### src/rtl/dma_regbank_pkg.sv
package dma_regbank_pkg;
  localparam int ADDR_W  = 5;
  localparam int DATA_W  = 32;
  localparam int IEN_W   = 5;
  localparam int SIZE_W  = 8;

  localparam logic [DATA_W-1:0] CFG_MASK  = 32'h00FFC087;
  localparam logic [DATA_W-1:0] CFG_RESET = 32'h0007C000;

  localparam logic [ADDR_W-1:0] A_CFG    = 5'h00;
  localparam logic [ADDR_W-1:0] A_ERR    = 5'h01;
  localparam logic [ADDR_W-1:0] A_IEN    = 5'h02;
  localparam logic [ADDR_W-1:0] A_TXSET  = 5'h04;
  localparam logic [ADDR_W-1:0] A_TXRST  = 5'h05;
  localparam logic [ADDR_W-1:0] A_TXEOB  = 5'h06;
  localparam logic [ADDR_W-1:0] A_TXDERR = 5'h07;
  localparam logic [ADDR_W-1:0] A_RXSET  = 5'h08;
  localparam logic [ADDR_W-1:0] A_RXRST  = 5'h09;
  localparam logic [ADDR_W-1:0] A_RXEOB  = 5'h0A;
  localparam logic [ADDR_W-1:0] A_RXDERR = 5'h0B;
  localparam logic [ADDR_W-1:0] A_TXPTR  = 5'h10;
  localparam logic [ADDR_W-1:0] A_RXPTR  = 5'h18;
  localparam logic [ADDR_W-1:0] A_RXSIZE = 5'h1C;
endpackage

### src/rtl/dma_rst_sync.sv
module dma_rst_sync #(
  parameter int STAGES = 2
) (
  input  logic clk,
  input  logic rst_n,
  output logic rst_sync_n
);
  logic [STAGES-1:0] sync_q;

  always_ff @(posedge clk or negedge rst_n) begin
    if (!rst_n) sync_q <= '0;
    else        sync_q <= {sync_q[STAGES-2:0], 1'b1};
  end

  assign rst_sync_n = sync_q[STAGES-1];
endmodule

### src/rtl/dma_w1c_reg.sv
module dma_w1c_reg #(
  parameter int W = 4
) (
  input  logic         clk,
  input  logic         rst_n,
  input  logic         clr_all,
  input  logic         wr_hit,
  input  logic [W-1:0] wbits,
  input  logic [W-1:0] set,
  output logic [W-1:0] q
);
  logic [W-1:0] q_d;
  logic         q_en;

  always_comb begin
    q_en = clr_all | wr_hit | (|set);
    if (clr_all)     q_d = set;
    else if (wr_hit) q_d = set | (q & ~wbits);
    else             q_d = set | q;
  end

  always_ff @(posedge clk or negedge rst_n) begin
    if (!rst_n)    q <= '0;
    else if (q_en) q <= q_d;
  end
endmodule

### src/rtl/dma_regbank.sv
module dma_regbank
  import dma_regbank_pkg::*;
#(
  parameter int NTX   = 4,
  parameter int NRX   = 2,
  parameter int ERR_W = 8
) (
  input  logic              clk,
  input  logic              rst_n,
  input  logic              wr_en,
  input  logic              rd_en,
  input  logic [ADDR_W-1:0] addr,
  input  logic [DATA_W-1:0] wdata,
  output logic [DATA_W-1:0] rdata,
  input  logic [ERR_W-1:0]  err_set,
  input  logic [NTX-1:0]    tx_eob_set,
  input  logic [NTX-1:0]    tx_derr_set,
  input  logic [NRX-1:0]    rx_eob_set,
  input  logic [NRX-1:0]    rx_derr_set,
  output logic [3:0]        irq
);
  // channel i lives at bit (DATA_W-1-i) of the channel-mapped registers
  function automatic logic [NTX-1:0] tx_pick(input logic [DATA_W-1:0] v);
    for (int i = 0; i < NTX; i++) tx_pick[i] = v[DATA_W-1-i];
  endfunction
  function automatic logic [DATA_W-1:0] tx_put(input logic [NTX-1:0] v);
    tx_put = '0;
    for (int i = 0; i < NTX; i++) tx_put[DATA_W-1-i] = v[i];
  endfunction
  function automatic logic [NRX-1:0] rx_pick(input logic [DATA_W-1:0] v);
    for (int i = 0; i < NRX; i++) rx_pick[i] = v[DATA_W-1-i];
  endfunction
  function automatic logic [DATA_W-1:0] rx_put(input logic [NRX-1:0] v);
    rx_put = '0;
    for (int i = 0; i < NRX; i++) rx_put[DATA_W-1-i] = v[i];
  endfunction

  logic rst_ni;
  dma_rst_sync #(.STAGES(2)) u_rst (.clk(clk), .rst_n(rst_n), .rst_sync_n(rst_ni));

  logic wr_cfg, soft_rst;
  assign wr_cfg   = wr_en && (addr == A_CFG);
  assign soft_rst = wr_cfg && wdata[DATA_W-1];

  // plain control registers
  logic [DATA_W-1:0] cfg_q, cfg_d;
  logic [IEN_W-1:0]  ien_q, ien_d;
  logic [NTX-1:0]    txset_q, txset_d, txrst_q, txrst_d;
  logic [NRX-1:0]    rxset_q, rxset_d, rxrst_q, rxrst_d;
  logic ien_en, txset_en, txrst_en, rxset_en, rxrst_en;

  always_comb begin
    cfg_d    = wdata & CFG_MASK;
    ien_en   = soft_rst | (wr_en && addr == A_IEN);
    txset_en = soft_rst | (wr_en && addr == A_TXSET);
    txrst_en = soft_rst | (wr_en && addr == A_TXRST);
    rxset_en = soft_rst | (wr_en && addr == A_RXSET);
    rxrst_en = soft_rst | (wr_en && addr == A_RXRST);
    ien_d    = soft_rst ? '0 : wdata[IEN_W-1:0];
    txset_d  = soft_rst ? '0 : tx_pick(wdata);
    txrst_d  = soft_rst ? '0 : tx_pick(wdata);
    rxset_d  = soft_rst ? '0 : rx_pick(wdata);
    rxrst_d  = soft_rst ? '0 : rx_pick(wdata);
  end

  always_ff @(posedge clk or negedge rst_ni) begin
    if (!rst_ni) begin
      cfg_q   <= CFG_RESET;
      ien_q   <= '0;
      txset_q <= '0;
      txrst_q <= '0;
      rxset_q <= '0;
      rxrst_q <= '0;
    end else begin
      if (wr_cfg)   cfg_q   <= cfg_d;
      if (ien_en)   ien_q   <= ien_d;
      if (txset_en) txset_q <= txset_d;
      if (txrst_en) txrst_q <= txrst_d;
      if (rxset_en) rxset_q <= rxset_d;
      if (rxrst_en) rxrst_q <= rxrst_d;
    end
  end

  // write-one-to-clear status
  logic [ERR_W-1:0] err_q;
  logic [NTX-1:0]   txeob_q, txderr_q;
  logic [NRX-1:0]   rxeob_q, rxderr_q;

  dma_w1c_reg #(.W(ERR_W)) u_err (.clk(clk), .rst_n(rst_ni), .clr_all(soft_rst),
    .wr_hit(wr_en && addr == A_ERR), .wbits(wdata[ERR_W-1:0]), .set(err_set), .q(err_q));
  dma_w1c_reg #(.W(NTX)) u_txeob (.clk(clk), .rst_n(rst_ni), .clr_all(soft_rst),
    .wr_hit(wr_en && addr == A_TXEOB), .wbits(tx_pick(wdata)), .set(tx_eob_set), .q(txeob_q));
  dma_w1c_reg #(.W(NTX)) u_txderr (.clk(clk), .rst_n(rst_ni), .clr_all(soft_rst),
    .wr_hit(wr_en && addr == A_TXDERR), .wbits(tx_pick(wdata)), .set(tx_derr_set), .q(txderr_q));
  dma_w1c_reg #(.W(NRX)) u_rxeob (.clk(clk), .rst_n(rst_ni), .clr_all(soft_rst),
    .wr_hit(wr_en && addr == A_RXEOB), .wbits(rx_pick(wdata)), .set(rx_eob_set), .q(rxeob_q));
  dma_w1c_reg #(.W(NRX)) u_rxderr (.clk(clk), .rst_n(rst_ni), .clr_all(soft_rst),
    .wr_hit(wr_en && addr == A_RXDERR), .wbits(rx_pick(wdata)), .set(rx_derr_set), .q(rxderr_q));

  // channel pointers and sizes, untouched by the soft reset
  logic [DATA_W-1:0] txptr_q [NTX];
  logic [DATA_W-1:0] rxptr_q [NRX];
  logic [SIZE_W-1:0] rxsize_q [NRX];

  for (genvar t = 0; t < NTX; t++) begin : g_txptr
    logic hit;
    assign hit = wr_en && (addr == A_TXPTR + ADDR_W'(t));
    always_ff @(posedge clk or negedge rst_ni) begin
      if (!rst_ni)  txptr_q[t] <= '0;
      else if (hit) txptr_q[t] <= wdata;
    end
  end

  for (genvar r = 0; r < NRX; r++) begin : g_rx
    logic ptr_hit, size_hit;
    assign ptr_hit  = wr_en && (addr == A_RXPTR + ADDR_W'(r));
    assign size_hit = wr_en && (addr == A_RXSIZE + ADDR_W'(r));
    always_ff @(posedge clk or negedge rst_ni) begin
      if (!rst_ni) begin
        rxptr_q[r]  <= '0;
        rxsize_q[r] <= '0;
      end else begin
        if (ptr_hit)  rxptr_q[r]  <= wdata;
        if (size_hit) rxsize_q[r] <= wdata[SIZE_W-1:0];
      end
    end
  end

  // read path
  logic [DATA_W-1:0] rd_d;

  always_comb begin
    rd_d = '0;
    case (addr)
      A_CFG:    rd_d = cfg_q;
      A_ERR:    rd_d[ERR_W-1:0] = err_q;
      A_IEN:    rd_d[IEN_W-1:0] = ien_q;
      A_TXSET:  rd_d = tx_put(txset_q);
      A_TXRST:  rd_d = tx_put(txrst_q);
      A_TXEOB:  rd_d = tx_put(txeob_q);
      A_TXDERR: rd_d = tx_put(txderr_q);
      A_RXSET:  rd_d = rx_put(rxset_q);
      A_RXRST:  rd_d = rx_put(rxrst_q);
      A_RXEOB:  rd_d = rx_put(rxeob_q);
      A_RXDERR: rd_d = rx_put(rxderr_q);
      default:  rd_d = '0;
    endcase
    for (int t = 0; t < NTX; t++)
      if (addr == A_TXPTR + ADDR_W'(t)) rd_d = txptr_q[t];
    for (int r = 0; r < NRX; r++) begin
      if (addr == A_RXPTR + ADDR_W'(r))  rd_d = rxptr_q[r];
      if (addr == A_RXSIZE + ADDR_W'(r)) rd_d = {{(DATA_W-SIZE_W){1'b0}}, rxsize_q[r]};
    end
  end

  always_ff @(posedge clk or negedge rst_ni) begin
    if (!rst_ni)    rdata <= '0;
    else if (rd_en) rdata <= rd_d;
  end

  assign irq[0] = (|err_q) & ien_q[0];
  assign irq[1] = (|txeob_q) & ien_q[1];
  assign irq[2] = (|rxeob_q) & ien_q[2];
  assign irq[3] = ((|txderr_q) | (|rxderr_q)) & ien_q[3];
endmodule

### config.mk
export PLATFORM = sky130hd
export DESIGN_NAME = dma_regbank
export DESIGN_NICKNAME = d
export VERILOG_FILES = /design/src/rtl/dma_regbank_pkg.sv /design/src/rtl/dma_rst_sync.sv /design/src/rtl/dma_w1c_reg.sv /design/src/rtl/dma_regbank.sv
export SDC_FILE = /design/constraint.sdc
export NUM_CORES = 1
export LEC_CHECK = 0
export ABC_AREA = 1
export BUFFER_PORTS_ARGS = -buffer_cell sky130_fd_sc_hd__buf_2
export CAP_MARGIN = 30
export CORE_MARGIN = 2
export CORE_UTILIZATION = 60
export DETAILED_ROUTE_END_ITERATION = 6
export GPL_TIMING_DRIVEN = 0
export HOLD_SLACK_MARGIN = 0.08
export PLACE_DENSITY = 0.9
export SKIP_LAST_GASP = 1
export SLEW_MARGIN = 10
export SYNTH_ARGS = -nofsm -noshare
export SYNTH_HDL_FRONTEND = slang
export SYNTH_SLANG_ARGS = --single-unit
### constraint.sdc
create_clock -name clk -period 9.6 [get_ports clk]
set_input_delay 0.48 -clock clk [delete_from_list [all_inputs] [get_ports clk]]
set_output_delay 0.48 -clock clk [all_outputs]
set_load 0.05 [all_outputs]
==> results of run 1 <==
cell type report:
type                            count  area (um^2)
Sequential cell                   293         7340
Multi-Input combinational cell   1052         4780
Buffer                             82          379
Timing Repair Buffer               99          598
Fill cell                        1484         6090
Tap cell                          275          344
Inverter                           71          267
Clock buffer                       37          828
Clock inverter                     19          332
repair_timing:
action                                 CTS  global route
hold buffers                             1             0
buffers inserted                         0             0
endpoints found under the hold margin    2             0
power by group through the flow:
stage               Clock (mW)  Sequential [mW]  Combinational, mW
detailed placement           0             1.57              0.374
finish                    1.37             1.57              0.390
global route              1.41             1.58              0.435
floorplan                    0             1.59              0.223
global placement             0             1.58              0.328
CTS                       1.36             1.56              0.387
synthesized netlist by cell type (4+ instances only):
master | number | area (um^2)
a21o_1 | 10 | 75.1
a21oi_1 | 42 | 210
buf_2 | 27 | 135
buf_4 | 10 | 75.1
clkbuf_1 | 44 | 165
dfrtp_1 | 288 | 7210
dfstp_2 | 5 | 131
inv_1 | 63 | 236
inv_2 | 8 | 30.0
mux2_2 | 4 | 45.0
nand2_1 | 528 | 1980
nand2_2 | 6 | 37.5
nand3_1 | 58 | 290
nand4_1 | 21 | 131
nor2_1 | 47 | 176
nor2_2 | 7 | 43.8
o21ai_0 | 229 | 1150
o21ai_1 | 41 | 205
o21bai_1 | 20 | 150
o22ai_1 | 15 | 93.8
or2_2 | 5 | 31.3
metrics by stage:
stage / std cells / utilization, % / power [mW] / setup TNS (ns)
2_1_floorplan: 1498 / - / 1.81 / 0
5_1_grt: 1928 / 70.9 / 3.43 / 0
3_5_place_dp: 1871 / 65.4 / 1.95 / 0
4_1_cts: 1928 / 70.9 / 3.30 / 0
6_report: 1928 / 70.9 / 3.32 / 0
3_3_place_gp: 1866 / 64.8 / 1.91 / -552.95
state kept, by name, indices dropped and copies added, names as in the netlist:
name          count
cfg_q            14
ien_q             5
rdata            32
rxptr_q          64
rxrst_q           2
rxset_q           2
rxsize_q         16
txptr_q         128
txrst_q           4
txset_q           4
u_err.q           8
u_rst.sync_q      2
u_rxderr.q        2
u_rxeob.q         2
u_txderr.q        4
u_txeob.q         4
kinds of logic (layout without fill, tap and decap cells):
logic type             count (synthesis)  after routing  share of synthesized area, %
other                                  1              1                        0.0294
AOI/OAI and AO/OA                    359            359                          14.8
and+or+nand+nor                      688            688                          22.2
buffers and inverters                153            308                          5.06
muxes                                  4              4                         0.353
DFF                                  293            293                          57.5
critical path, stage by stage (launching register included):
cell	delay, ns
dfrtp_1	0.40
or4_1	0.54
o31ai_1	0.28
inv_1	0.06
buf_2	0.21
worst max-delay path by stage:
stage	startpoint	to	slack, ns	depth (start not counted)
2_1_floorplan	u_rst.sync_q[1]$_DFF_PN0_	cfg_q[0]$_DFFE_PN0P_	0.84	0
3_3_place_gp	u_rst.sync_q[1]$_DFF_PN0_	txptr_q[113]$_DFFE_PN0P_	-1.96	0
3_5_place_dp	wr_en	rxptr_q[40]$_DFFE_PN0P_	7.08	6
4_1_cts	u_txderr.q[1]$_DFFE_PN0P_	irq[3]	7.04	4
5_1_grt	u_txderr.q[1]$_DFFE_PN0P_	irq[3]	6.93	4
6_report	u_txderr.q[1]$_DFFE_PN0P_	irq[3]	7.06	4
routing by layer:
layer	track usage [%]	wire (um)
met3	7.96	4640
met2	57.5	18400
met4	17.9	2340
met5	0	0
met1	45.8	14000
==> impl_metrics.ini, run 1 <==
[timing]
fin_skew_ns = 0.0120
hold_viol = 0
setup_violations = 0
holdWs_ns = 0.108
fmax_ghz = 0.394
worstMarginPinSlew_ns = 0.832
drv_slew = 0
min_period_ns = 2.54
rsz0062_at_grt = false
setup_slack_ns = 7.06
fin_crit_sh_pct = 26.4
slew_headroom_pct = 44.6

[placement]
io_buffers = 93
dp_hpwl_um = 25200
place_congestion = 0.886
dp_slack_ns = 7.08
placed_cell_area_um2 = 13700

[floorplan]
initial_core_util_pct = 60.9
core-area_um2 = 21000
ios = 97
die_w_um = 150
die-area_um2 = 22500
die_height_um = 150
num_rows = 53

[routing]
firstDrtPassIters = 7
wl_per_cell_um = 20.5
ant_nets = 0
drtIter0Drc = 1560
route.detailed.drc = 0
viasPerCell = 6.22
routed_wirelength_um = 39500
via_count = 12000

[yosys]
ys_seq_area_share_pct = 57.5
synthCells = 1498
yosys_warnings = 0
syn_nets = 1559
ys_ff_latch = 293
syn_area_per_cell_um2 = 8.52
ys.flop_type = dfrtp_1
yosysUniqueCellTypes = 34
synth_area_um2 = 12800
async_flop_share_pct = 100
synth_edf_count = 0

[hold_path]
hold_path_end = u_txderr.q[1]$_DFFE_PN0P_
min_from = tx_derr_set[1]
hold_depth = 2
worstHoldPathType = input pin to flop

[global_routing]
antenna_found_initial = 0
first_global_vias = 11900
grt_max_degree = 67
grtUsageTotal_pct = 35.7
grt.overflow.total = 0
grt_pass1_wl_um = 62100

[critical_path]
worstSetupPathType = flop to output pin
reg2reg_to = cfg_q[17]$_DFFE_PN1P_
cp_max_fo = 3
required_ns = 9.12
r2r_cells = 4
cp.arrival_ns = 2.06
cp-start-kind = flop
cp-end-kind = output pin
reg2reg_slack_ns = 7.53
worstReg2RegStart = u_rst.sync_q[1]$_DFF_PN0_

[final_layout]
layout_common_cells = 528 x nand2_1, 287 x dfrtp_1, 229 x o21ai_0, 120 x buf_2, 63 x inv_1
drive_above_1_share_pct = 13.9
diodes = 0
design_area_um2 = 14900
fin_nets = 1690
layout_commonest_cell = nand2_1
syn2layout_area_growth_pct = 16.5

[status]
outcome = finished, final reports clean

[power]
ir_worst_vdd_mv = 0.147
power_density_nw_per_um2 = 224
p_leak_nw = 7.57
combPwrFrac_pct = 11.7
p_clk_share_pct = 41.1
switching_share_pct = 27.1
power.switching_uw = 900
power.internal_mw = 2.42
seq_power_share_pct = 47.1

[clocking]
cts_tree = done
cts.sinks = 293
h-tree-depth = 1
numCtsBuffers = 30
insertion_delay_ns = 0.57
cts_resized = 0
path_clk_slew_ns = 0.06
clock_path_buffers = 3
root_buffer = clkbuf_16

[flow_run]
maxCapViolations = 0
No activity file was read; power rests on OpenSTA's default activity.
==> inputs of run 2 (changes only) <==
--- a/config.mk
+++ b/config.mk
@@ -5,15 +5,15 @@
 export SDC_FILE = /design/constraint.sdc
 export NUM_CORES = 1
 export LEC_CHECK = 0
-export ABC_AREA = 1
+export ABC_AREA = 0
 export BUFFER_PORTS_ARGS = -buffer_cell sky130_fd_sc_hd__buf_2
 export CAP_MARGIN = 30
 export CORE_MARGIN = 2
-export CORE_UTILIZATION = 60
+export CORE_UTILIZATION = 55
 export DETAILED_ROUTE_END_ITERATION = 6
 export GPL_TIMING_DRIVEN = 0
 export HOLD_SLACK_MARGIN = 0.08
-export PLACE_DENSITY = 0.9
+export PLACE_DENSITY = 0.87
 export SKIP_LAST_GASP = 1
 export SLEW_MARGIN = 10
 export SYNTH_ARGS = -nofsm -noshare
==> constraint.sdc (replaced) <==
create_clock -name clk -period 2.3 [get_ports clk]
set_input_delay 0.115 -clock clk [delete_from_list [all_inputs] [get_ports clk]]
set_output_delay 0.115 -clock clk [all_outputs]
set_load 0.05 [all_outputs]
==> impl_metrics.ini, run 2 <==
[status]
outcome = finished, final reports clean

[yosys]
yosysMostFrequentCell = dfrtp_1
yosys-top-cells-area = dfrtp_1 53%, mux2_2 17%, nand2_1 2.5%
netlist_top_cells_count = 288 x dfrtp_1, 208 x mux2_2, 92 x nand2_1, 55 x a21oi_1, 53 x nor2_1
yosys.area.top_type = dfrtp_1
synth_area_um2 = 13600
ys_ff_latch = 293
yosysUniqueCellTypes = 74
ys_seq_area_share_pct = 54.0
ys.flop_type = dfrtp_1
synth_top_area_share_pct = 53.0
synthCells = 1135
syn_nets = 1196
synth_edf_count = 0
syn_area_per_cell_um2 = 12.0
async_flop_share_pct = 100
yosys_warnings = 0

[routing]
firstDrtPassIters = 6
route.detailed.drc = 0
drtIter0Drc = 1298
ant_nets = 0
wl_per_cell_um = 23.6
viasPerCell = 6.47
routed_wirelength_um = 39300
via_count = 10800

[final_layout]
regMostFlops = txptr_q
fin_nets = 1380
syn2layout_area_growth_pct = 19.1
top_regs = txptr_q (128), rxptr_q (64), rdata (32)
layout_common_cells = 287 x dfrtp_1, 208 x mux2_2, 121 x buf_2, 92 x nand2_1, 57 x dlygate4sd3_1
largest_reg_flops = 128
layout_commonest_cell = dfrtp_1
final_core_util_pct = 66.5
drive_above_1_share_pct = 32.6

[hold_path]
hold_depth = 3
worstHoldPathType = input pin to flop

[global_routing]
antenna_found_initial = 1
grt_max_degree = 67
grt.overflow.total = 0
first_global_vias = 11000
grtUsageTotal_pct = 30.6
grt_pass1_wl_um = 61500

[clocking]
path_clk_slew_ns = 0.06
numCtsBuffers = 31
clock_path_buffers = 3
h-tree-depth = 1
post-cts-setup-buffers = 0
root_buffer = clkbuf_16
cts_tree = done
insertion_delay_ns = 0.57
cts.sinks = 293

[critical_path]
cp-start-kind = input pin
required_ns = 2.74
cp_slowest_cell = dlygate4sd3_1
max_stage_delay_ns = 0.54
worstPathCellList = buf_2 -> nor2_1 -> clkbuf_1 -> nand3_2 -> nor2_1 -> buf_2 -> a21oi_1 -> a21o_1 -> dlygate4sd3_1
r2r_cells = 5
cp.arrival_ns = 2.65
worstSetupPathType = input pin to flop
cp-end-kind = flop
cp_max_fo = 10

[floorplan]
ios = 97
initial_core_util_pct = 55.9
die-area_um2 = 26000
die_w_um = 161
die_height_um = 161
core-area_um2 = 24300
num_rows = 57

[placement]
io_buffers = 89
place_congestion = 0.976
dp_hpwl_um = 26900

[timing]
hold_viol = 0
drv_slew = 0
fin_skew_ns = 0.00823
rsz0062_at_grt = false
fin_crit_sh_pct = 95.8
setup_violations = 0
fmax_ghz = 0.454
worstMarginPinSlew_ns = 0.885
slew_headroom_pct = 41.0
tns_ns = 0
min_period_ns = 2.20

[flow_run]
maxCapViolations = 0

[power]
power_density_nw_per_um2 = 843
ir_worst_vdd_mv = 0.616
p_leak_nw = 7.28
run 2: changes by cell type in the layout (fill, tap and decap cells not counted), sizes merged, moves of 35 or more:
cell	before	now
o21ai	270	47
a22oi	0	35
nand2	535	93
dlygate4sd3	1	57
mux2	4	208
inv	72	13
run 2: metrics by stage:
step | area, um^2 | setup WS [ns] | power, mW | hold WS [ns] | instances
floorplan | 13600 | -0.617 | 7.93 | -0.181 | 1135
global placement | 14400 | -1.56 | 8.41 | -0.0995 | 1548
detailed placement | 14600 | -0.0899 | 8.58 | -0.0986 | 1553
CTS | 16200 | 0.115 | 13.6 | 0.0998 | 1667
global route | 16200 | 0.0315 | 14.1 | 0.143 | 1668
finish | 16200 | 0.0969 | 13.7 | 0.113 | 1668
run 2: cells by family (layout without fill, tap and decap cells):
logic type / after synthesis / in the layout / share of synthesized area [%]
other: 1 / 2 / 0.0276
muxes: 242 / 242 / 20.9
DFF: 293 / 293 / 54.0
buffers and inverters: 96 / 304 / 3.28
AOI/OAI and AO/OA: 249 / 249 / 12.6
and+or+nand+nor: 254 / 254 / 9.27
run 2: worst paths after layout:
kind	from	endpoint	slack (ns)
max	addr[1]	u_err.q[6]$_DFFE_PN0P_	0.1
min	wdata[4]	ien_q[4]$_DFFE_PN0P_	0.11
max reg2reg	cfg_q[0]$_DFFE_PN0P_	rdata[0]$_DFFE_PN0P_	0.56
min reg2reg	u_rst.sync_q[1]$_DFF_PN0_	txptr_q[90]$_DFFE_PN0P_	0.34
max in group asynchronous	u_rst.sync_q[1]$_DFF_PN0_	cfg_q[15]$_DFFE_PN1P_	0.98
min in group asynchronous	u_rst.sync_q[1]$_DFF_PN0_	txptr_q[90]$_DFFE_PN0P_	0.34
run 2: what timing repair did:
item | CTS | global route
hold buffers | 57 | 0
hold endpoints to repair | 176 | 0
gates resized for setup | 0 | 2
endpoints found under the setup margin | 0 | 8
run 2: area by class of cell:
cell class	count	area, um^2
multi-input combinational	746	5810
timing repair buffer	151	1150
tap	324	405
clock inverter	11	113
inverter	12	45.0
clock buffer	46	912
antenna	1	2.50
buffer	84	400
fill	1761	8140
sequential	293	7340
run 2: power by group:
part / switching (mW) / internal [mW] / total (mW)
sequential: 0.494 / 6.03 / 6.53
clock: 2.06 / 2.95 / 5.01
combinational: 1.10 / 1.01 / 2.11
run 2: worst max-delay path, delay by kind of cell:
| kind | cells | cell delay (ns) |
|---|---|---|
| and+or+nand+nor | 3 | 0.74 |
| AOI/OAI and AO/OA | 2 | 0.29 |
| buffers and inverters | 4 | 1.49 |
run 2: metal layers:
| layer | wire, um | global-route usage [%] | up-vias |
|---|---|---|---|
| met5 | 0 | 0 | - |
| met4 | 2050 | 14.3 | 0 |
| met3 | 3750 | 5.60 | 141 |
| met2 | 18400 | 48.4 | 634 |
| met1 | 15100 | 41.5 | 5473 |
| li1 | - | - | 4538 |
==> inputs of run 3 (changes only) <==
--- a/config.mk
+++ b/config.mk
@@ -9,11 +9,11 @@
 export BUFFER_PORTS_ARGS = -buffer_cell sky130_fd_sc_hd__buf_2
 export CAP_MARGIN = 30
 export CORE_MARGIN = 2
-export CORE_UTILIZATION = 55
+export CORE_UTILIZATION = 57
+export CTS_BUF_LIST = sky130_fd_sc_hd__clkbuf_2
 export DETAILED_ROUTE_END_ITERATION = 6
 export GPL_TIMING_DRIVEN = 0
-export HOLD_SLACK_MARGIN = 0.08
-export PLACE_DENSITY = 0.87
+export PLACE_DENSITY = 0.89
 export SKIP_LAST_GASP = 1
 export SLEW_MARGIN = 10
 export SYNTH_ARGS = -nofsm -noshare
==> impl_metrics.ini, run 3 (synthesis results as in run 2) <==
[clocking]
cts_tree = done
clock_path_buffers = 3
numCtsBuffers = 76
insertion_delay_ns = 0.89
root_buffer = clkbuf_2
h-tree-depth = 3
cts.sinks = 293
path_clk_slew_ns = 0.12

[floorplan]
num_rows = 56
die_w_um = 158
die_height_um = 158
ios = 97
initial_core_util_pct = 58.1
die-area_um2 = 25100
core-area_um2 = 23400

[final_layout]
regMostFlops = txptr_q
final_core_util_pct = 69.3
largest_reg_flops = 128
drive_above_1_share_pct = 34.6
layout_common_cells = 287 x dfrtp_1, 208 x mux2_2, 120 x buf_2, 112 x clkbuf_2, 101 x dlygate4sd3_1
syn2layout_area_growth_pct = 19.5
top_regs = txptr_q (128), rxptr_q (64), rdata (32)
layout_commonest_cell = dfrtp_1
fin_nets = 1471
final_cells = 1776

[timing]
worstMarginPinSlew_ns = 0.809
setup_violations = 1
min_period_ns = 2.34
fmax_ghz = 0.427
slew_headroom_pct = 46.1
fin_crit_sh_pct = 102
hold_viol = 0
setup_slack_ns = -0.0403
fin_skew_ns = 0.0682
tns_ns = -0.0403
drv_slew = 0
rsz0062_at_grt = true

[critical_path]
reg2reg_slack_ns = 0.47
cp_max_fo = 2
r2r_cells = 6
cp.arrival_ns = 2.23
reg2reg_to = rdata[30]$_DFFE_PN0P_
worstSetupPathType = flop to output pin
cp-start-kind = flop
cp-end-kind = output pin
worstReg2RegStart = u_txderr.q[1]$_DFFE_PN0P_
required_ns = 2.18

[flow_run]
maxCapViolations = 0

[routing]
firstDrtPassIters = 7
via_count = 11400
route.detailed.drc = 0
routed_wirelength_um = 41500
viasPerCell = 6.41
ant_nets = 0
wl_per_cell_um = 23.4
drtIter0Drc = 1386

[hold_path]
hold_depth = 6
worstHoldPathType = input pin to flop
min_from = addr[2]
hold_path_end = rdata[6]$_DFFE_PN0P_

[global_routing]
grtUsageTotal_pct = 34.1
antenna_found_initial = 2
grt.overflow.total = 0
first_global_vias = 11800
grt_max_degree = 67
grt_pass1_wl_um = 64200

[power]
p_leak_nw = 7.43
seq_power_share_pct = 53.6
finalPower_mw = 12.2
power_density_nw_per_um2 = 752
switching_share_pct = 30.9
power.switching_mw = 3.76
ir_worst_vdd_mv = 0.507
p_clk_share_pct = 28.8
combPwrFrac_pct = 17.6
power.internal_mw = 8.44

[placement]
io_buffers = 89
dp.cells = 1547
dp_hpwl_um = 27000
place_congestion = 0.959

[status]
outcome = finished, violations left
violations = negative setup slack
==> run 3: changes by cell type in the layout (fill, tap and decap cells not counted), moves of 7 or more <==
cell	delta
clkbuf_1	-8
clkbuf_16	-31
clkbuf_2	+112
clkbuf_8	-8
clkinv_1	+10
clkinv_2	-7
dlygate4sd3_1	+44
==> run 3: power by group through the flow <==
stage | Combinational [mW] | Clock (mW) | Sequential [mW]
global route | 2.30 | 3.80 | 6.62
floorplan | 1.29 | 0 | 6.63
CTS | 2.11 | 3.51 | 6.50
finish | 2.15 | 3.52 | 6.54
global placement | 1.79 | 0 | 6.61
detailed placement | 1.98 | 0 | 6.61
==> run 3: critical path: stages (launching register included) <==
cell,delay (ns)
dfrtp_1,0.44
or4_1,0.48
o31a_1,0.27
buf_6,0.16
==> run 3: layer usage <==
layer | global-route usage (%) | part of all wire [%] | wire [um]
met5 | 0 | 0.031 | 13
met4 | 20.4 | 5.5 | 2300
met3 | 8.79 | 10 | 4170
met2 | 54.2 | 47 | 19400
met1 | 42.2 | 38 | 15600
==> run 3: cell type report <==
cell class | instances | area (um^2)
Timing Repair Buffer | 197 | 1600
Antenna cell | 1 | 2.50
Tap cell | 319 | 399
Buffer | 84 | 402
Multi-Input combinational cell | 746 | 5810
Clock inverter | 13 | 78.8
Sequential cell | 293 | 7340
Inverter | 12 | 45.0
Fill cell | 1605 | 7170
Clock buffer | 111 | 556
==> run 3: timing repair <==
action / in CTS / in global routing
hold endpoints to repair: 268 / 0
resized for setup: 2 / 3
buffers inserted: 2 / 1
gates cloned: 0 / 0
hold buffers: 101 / 0
setup endpoints to repair: 1 / 3
==> run 3: through the flow <==
step | hold slack [ns] | cell area (um^2) | setup WS [ns]
global placement | -0.100 | 14400 | -1.55
detailed placement | -0.0991 | 14500 | -0.0963
floorplan | -0.181 | 13600 | -0.617
CTS | 0.00283 | 16200 | -0.0332
finish | 0.0293 | 16200 | -0.0403
global route | 0.0408 | 16200 | -0.0942
==> run 3: how the worst max path moves through the flow <==
stage / from / to / slack [ns] / cells after the start
2_1_floorplan: u_rst.sync_q[1]$_DFF_PN0_ / cfg_q[0]$_DFFE_PN0P_ / -0.62 / 0
3_3_place_gp: u_rst.sync_q[1]$_DFF_PN0_ / u_err.q[3]$_DFFE_PN0P_ / -1.55 / 0
3_5_place_dp: addr[1] / cfg_q[19]$_DFFE_PN0P_ / -0.1 / 8
4_1_cts: u_txderr.q[1]$_DFFE_PN0P_ / irq[3] / -0.03 / 3
5_1_grt: u_txderr.q[2]$_DFFE_PN0P_ / irq[3] / -0.09 / 3
6_report: u_txderr.q[2]$_DFFE_PN0P_ / irq[3] / -0.04 / 3
